**config.mk**
```make
export PLATFORM = sky130hd
export DESIGN_NAME = card_clk_gen
export DESIGN_NICKNAME = d
export VERILOG_FILES = /design/src/rtl/ccg_pkg.sv /design/src/rtl/ccg_sync.sv /design/src/rtl/ccg_rate_ctrl.sv /design/src/rtl/ccg_bypass_gate.sv /design/src/rtl/card_clk_gen.sv
export SDC_FILE = /design/constraint.sdc
export NUM_CORES = 1
export LEC_CHECK = 0
export CAP_MARGIN = 20
export CORE_AREA = 2 2 39 41
export CTS_CLUSTER_DIAMETER = 30
export DETAILED_ROUTE_END_ITERATION = 8
export DIE_AREA = 0 0 41 43
export PLACE_DENSITY = 0.8
export SETUP_SLACK_MARGIN = 0.2
export SYNTH_ARGS = -nofsm -noshare
export SYNTH_HDL_FRONTEND = slang
export SYNTH_HIERARCHICAL = 1
export SYNTH_SLANG_ARGS = --single-unit
```
**constraint.sdc**
```tcl
create_clock -name clk_ref -period 1.8 [get_ports clk_ref]
set_input_delay 0.27 -clock clk_ref [delete_from_list [all_inputs] [get_ports clk_ref]]
set_output_delay 0.27 -clock clk_ref [all_outputs]
set_load 0.01 [all_outputs]
```
**src/rtl/ccg_pkg.sv**
```systemverilog
`timescale 1ns/1ps
package ccg_pkg;
   // Half-period, in reference cycles, of a divided rate. The code with all ones
   // is pass-through; it is reported as 1 so callers never see a zero length.
   function automatic int half_ref_cycles(input int code, input int sel_w);
      int sh;
      sh = (1 << sel_w) - 2 - code;
      if (sh < 0) return 1;
      return 1 << sh;
   endfunction
endpackage

```
**src/rtl/ccg_sync.sv**
```systemverilog
`timescale 1ns/1ps
module ccg_sync #(
   parameter int W      = 4,
   parameter int STAGES = 2
) (
   input  logic         clk_ref,
   input  logic         rst_n,
   input  logic [W-1:0] d_i,
   output logic [W-1:0] q_o
);
   if (W < 1) begin : g_bad_w
      $error("ccg_sync: W must be at least 1");
   end
   if (STAGES < 0) begin : g_bad_stages
      $error("ccg_sync: STAGES must not be negative");
   end

   if (STAGES == 0) begin : g_bypass
      assign q_o = d_i;
   end else begin : g_chain
      logic [W-1:0] stage_q [STAGES];
      always_ff @(posedge clk_ref or negedge rst_n) begin
         if (!rst_n) begin
            for (int i = 0; i < STAGES; i++) stage_q[i] <= '0;
         end else begin
            stage_q[0] <= d_i;
            for (int i = 1; i < STAGES; i++) stage_q[i] <= stage_q[i-1];
         end
      end
      assign q_o = stage_q[STAGES-1];
   end
endmodule

```
**src/rtl/ccg_rate_ctrl.sv**
```systemverilog
`timescale 1ns/1ps
module ccg_rate_ctrl
   import ccg_pkg::*;
#(
   parameter int SEL_W = 2
) (
   input  logic             clk_ref,
   input  logic             rst_n,
   input  logic [SEL_W-1:0] sel_i,
   input  logic             halt_i,
   input  logic             park_hi_i,
   output logic             div_q_o,
   output logic             pass_req_o
);
   localparam int NSEL = 1 << SEL_W;
   localparam int CNT_W = NSEL - 2;
   localparam logic [SEL_W-1:0] FAST_CODE = {SEL_W{1'b1}};

   if (SEL_W < 2 || SEL_W > 3) begin : g_bad_sel
      $error("ccg_rate_ctrl: SEL_W must be 2 or 3");
   end

   logic [SEL_W-1:0] cur_sel;
   logic [CNT_W-1:0] cnt;
   logic [CNT_W-1:0] cnt_last;
   logic             div_q;
   logic             stopped;
   logic             edge_now;

   always_comb begin
      cnt_last = CNT_W'(half_ref_cycles(int'(cur_sel), SEL_W) - 1);
      edge_now = (cnt == cnt_last);
   end

   always_ff @(posedge clk_ref or negedge rst_n) begin
      if (!rst_n) begin
         cur_sel <= '0;
         cnt     <= '0;
         div_q   <= 1'b0;
         stopped <= 1'b0;
      end else if (stopped) begin
         if (!halt_i) begin
            stopped <= 1'b0;
            cnt     <= '0;
            if (!div_q)                  cur_sel <= sel_i;
            else if (cur_sel == FAST_CODE) div_q <= 1'b0;
         end
      end else if (cur_sel == FAST_CODE) begin
         if (halt_i) begin
            stopped <= 1'b1;
            div_q   <= park_hi_i;
         end else if (sel_i != FAST_CODE) begin
            cur_sel <= sel_i;
            cnt     <= '0;
         end
      end else if (edge_now) begin
         cnt   <= '0;
         div_q <= ~div_q;
         if (div_q) begin
            cur_sel <= sel_i;
            if (halt_i && !park_hi_i) stopped <= 1'b1;
         end else if (halt_i && park_hi_i) begin
            stopped <= 1'b1;
         end
      end else begin
         cnt <= cnt + 1'b1;
      end
   end

   assign div_q_o    = div_q;
   assign pass_req_o = (cur_sel == FAST_CODE) && !stopped;


   rate_low_chk: assert property (@(posedge clk_ref) disable iff (!rst_n)
      !$stable(cur_sel) |-> !div_q);

   cnt_range_chk: assert property (@(posedge clk_ref) disable iff (!rst_n)
      (!stopped && cur_sel != FAST_CODE) |-> (cnt <= cnt_last));

   park_level_chk: assert property (@(posedge clk_ref) disable iff (!rst_n)
      $rose(stopped) |-> (div_q == $past(park_hi_i)));

   stop_hold_chk: assert property (@(posedge clk_ref) disable iff (!rst_n)
      (stopped && $past(stopped)) |-> $stable(div_q));

   fast_low_chk: assert property (@(posedge clk_ref) disable iff (!rst_n)
      pass_req_o |-> !div_q);
endmodule

```
**src/rtl/ccg_bypass_gate.sv**
```systemverilog
`timescale 1ns/1ps
module ccg_bypass_gate (
   input  logic clk_ref,
   input  logic rst_n,
   input  logic pass_req_i,
   input  logic div_q_i,
   output logic card_clk_o
);
   logic pass_en;

   // Enable moves only on the falling reference edge, while the AND input is low.
   always_ff @(negedge clk_ref or negedge rst_n) begin
      if (!rst_n) pass_en <= 1'b0;
      else        pass_en <= pass_req_i;
   end

   assign card_clk_o = div_q_i | (clk_ref & pass_en);


   mux_excl_chk: assert property (@(posedge clk_ref) disable iff (!rst_n)
      pass_en |-> !div_q_i);
endmodule

```
**src/rtl/card_clk_gen.sv**
```systemverilog
`timescale 1ns/1ps
module card_clk_gen #(
   parameter int SEL_W       = 2,
   parameter int SYNC_STAGES = 2
) (
   input  logic             clk_ref,
   input  logic             rst_n,
   input  logic [SEL_W-1:0] rate_sel,
   input  logic             stop_req,
   input  logic             stop_high,
   output logic             card_clk
);
   localparam int CTL_W = SEL_W + 2;

   logic [CTL_W-1:0] ctl_raw;
   logic [CTL_W-1:0] ctl_s;
   logic             div_q;
   logic             pass_req;

   assign ctl_raw = {rate_sel, stop_req, stop_high};

   ccg_sync #(.W(CTL_W), .STAGES(SYNC_STAGES)) u_sync (
      .clk_ref (clk_ref),
      .rst_n   (rst_n),
      .d_i     (ctl_raw),
      .q_o     (ctl_s)
   );

   ccg_rate_ctrl #(.SEL_W(SEL_W)) u_rate (
      .clk_ref    (clk_ref),
      .rst_n      (rst_n),
      .sel_i      (ctl_s[CTL_W-1:2]),
      .halt_i     (ctl_s[1]),
      .park_hi_i  (ctl_s[0]),
      .div_q_o    (div_q),
      .pass_req_o (pass_req)
   );

   ccg_bypass_gate u_gate (
      .clk_ref    (clk_ref),
      .rst_n      (rst_n),
      .pass_req_i (pass_req),
      .div_q_i    (div_q),
      .card_clk_o (card_clk)
   );
endmodule

```
==> metrics.yaml <==
global_route:
  grt_overflow: 0
  grt_pass1_wl_um: 1860
  grt_use_total_pct: 17.1
  grt_max_degree: 15
  antenna_found_initial: 0
  grt_pass1_vias: 468
timing:
  worst_pin_slew_ns: 0.291
  hold_violations: 0
  setup_viol: 1
  rsz0062_at_grt: "yes"
  postLayoutSetupSlackWorst_ns: -0.378
  slew_violations: 0
  slew_headroom_pct: 80.6
  skew_ns: 0.0182
setup_path:
  crit_required_ns: 1.53
  end_kind: "output pin"
  cpMaxStageDelayCell: "dfrtn_1"
  crit_chain: "a21o_1, buf_2"
  cpPeakStageDelay_ns: 0.40
  start_kind: "flop"
  cp_max_fo: 1
  cp_top_family: "flip-flops"
  criticalPathCategory: "reg2out"
  arrival_ns: 1.91
  worst-path-buf-inv: 1
drt:
  routedWlPerCell_um: 12.5
  drt-pass1-iter-count: 4
  vias: 463
  routed_wl_um: 1120
  drc_errors: 0
  ant_nets: 0
  viasPerCell: 5.20
  drtIter0Drc: 11
run_status:
  outcome: "complete, but fails checks"
  violations: "negative setup slack"
cts:
  clk_latency_ns: 0.40
  cts_tree: "yes"
  clk_pin_slew_ns: 0.08
finish:
  fin_area_sq_um: 833
  fin_cells: 89
  register_area_sq_um: 377
  multi_input_area_sq_um: 273
  layout_common_cells: "13 x dfrtp_1, 6 x clkbuf_4, 6 x buf_4"
  syn_to_final_growth_pct: 24.7
  fillCellCount: 110
  nNetsFinal: 80
  final_util_pct: 60.2
  final_layout_size_suffix_gt1_share_pct: 34.2
  diodes: 0
  final_common_cell: "dfrtp_1"
synthesis:
  synthesis.nets: 67
  seq_area_frac_synth_pct: 56.2
  synth_area_per_cell_sq_um: 11.0
  ys_ff_latch: 15
  synth_area_sq_um: 668
  ys_warn_count: 6
  synth_cells: 61
  yosys.cell_types.count: 26
placed_design:
  numPortBuffers: 6
  dp.cells: 77
  post-dp-hpwl_um: 697
  placed_area_sq_um: 716
  routabilityCongestion: 0.720
  dp_slack_ns: -0.354
job:
  max_cap_violations: 0
floorplan:
  die_area_sq_um: 1760
  rows: 14
  chipWidth_um: 41
  start_util_pct: 48.3
  io_pins: 7
  die_height_um: 43
  core_area_sq_um: 1380
pwr:
  p_leak_uw: 0.000362
  ir_drop_mv: 0.824
  power_density_nw_per_um2: 1820
worst_hold_path:
  min_path_type: "in2async"
## per-layer routing
metal  track usage (%)  wire (um)  vias up
li1                  -          -      226
met5                 0          0        -
met2              22.5        590        6
met3              7.33         37        2
met4              14.0         17        0
met1              20.6        470      229
## stage by stage
step	hold slack, ns	total power, uW	setup TNS, ns
3_3_place_gp	0.333	1050	-0.342
4_1_cts	0.255	1490	-0.391
6_report	0.251	1520	-0.378
5_1_grt	0.266	1650	-0.440
3_5_place_dp	0.337	1070	-0.354
2_1_floorplan	-0.0256	964	0
## final cells by class
type,count,area share (%)
clock buffers,8,6.46
inverters,1,0.450
multi-input cells,37,32.7
flip-flops and latches,15,45.2
well taps,16,2.40
repair buffers,12,12.8
## sequential cells by signal (all words and copies together), names as in the netlist
register	flops
u_rate/cur_sel	2
u_sync/g_chain.stage_q	4
u_gate/pass_en	1
u_sync/q_o	4
u_rate/stopped	1
u_rate/div_q_o	1
u_rate/cnt	2
## final timing paths
check                                               startpoint                                  end  slack, ns  cells past startpoint
setup / recovery                      u_gate/pass_en$_DFF_NN0_                             card_clk      -0.38                      2
hold / removal                                           rst_n           u_rate/div_q_o$_DFFE_PN0P_       0.25                      2
setup reg to reg                      u_rate/stopped$_DFF_PN0_             u_gate/pass_en$_DFF_NN0_       0.15                      1
hold reg to reg            u_sync/g_chain.stage_q[4]$_DFF_PN0_              u_sync/q_o[0]$_DFF_PN0_       0.36                      0
max in group asynchronous                                rst_n             u_gate/pass_en$_DFF_NN0_       0.83                      1
min in group clk_ref                                 stop_high  u_sync/g_chain.stage_q[4]$_DFF_PN0_       0.32                      1
## power by group
part           switching [uW]  total, uW  internal (uW)
combinational             280        647            367
clock                     127        303            176
sequential                138        568            430
total                     545       1520            973
## timing repair
action | 4_1_cts | 5_1_grt
endpoints found under the setup margin | 4 | 4
gates resized for setup | 9 | 4
pin swaps | 3 | 1
gates cloned | 0 | 0
buffers inserted | 5 | 0
hold buffers | 0 | 0
## Yosys cell counts, drive strengths merged
library cell / n / area, sq um
dfrtp: 14 / 350
buf: 7 / 45.0
a21oi: 5 / 25.0
nand2: 5 / 18.8
o21ai: 5 / 25.0
mux2: 3 / 33.8
nor2: 3 / 11.3
a211oi: 2 / 20.0
a21o: 2 / 16.3
nor2b: 2 / 12.5
nor3b: 2 / 15.0
xor2: 2 / 17.5
a2bb2oi: 1 / 8.76
clkbuf: 1 / 5.00
dfrtn: 1 / 25.0
inv: 1 / 3.75
nand3: 1 / 5.00
nand3b: 1 / 7.51
o21bai: 1 / 7.51
o22ai: 1 / 6.26
xnor2: 1 / 8.76
## cell families (layout without fill, tap and decap cells)
family | after synthesis | after routing | share of synthesized area [%]
AO/OA/AOI/OAI | 17 | 17 | 16.3
XOR/XNOR | 3 | 3 | 3.93
buffers and inverters | 9 | 21 | 8.05
flip-flops | 15 | 15 | 56.2
multiplexers | 3 | 3 | 5.06
AND/OR/NAND/NOR | 14 | 14 | 10.5
No activity file was read; power rests on OpenSTA's default activity.
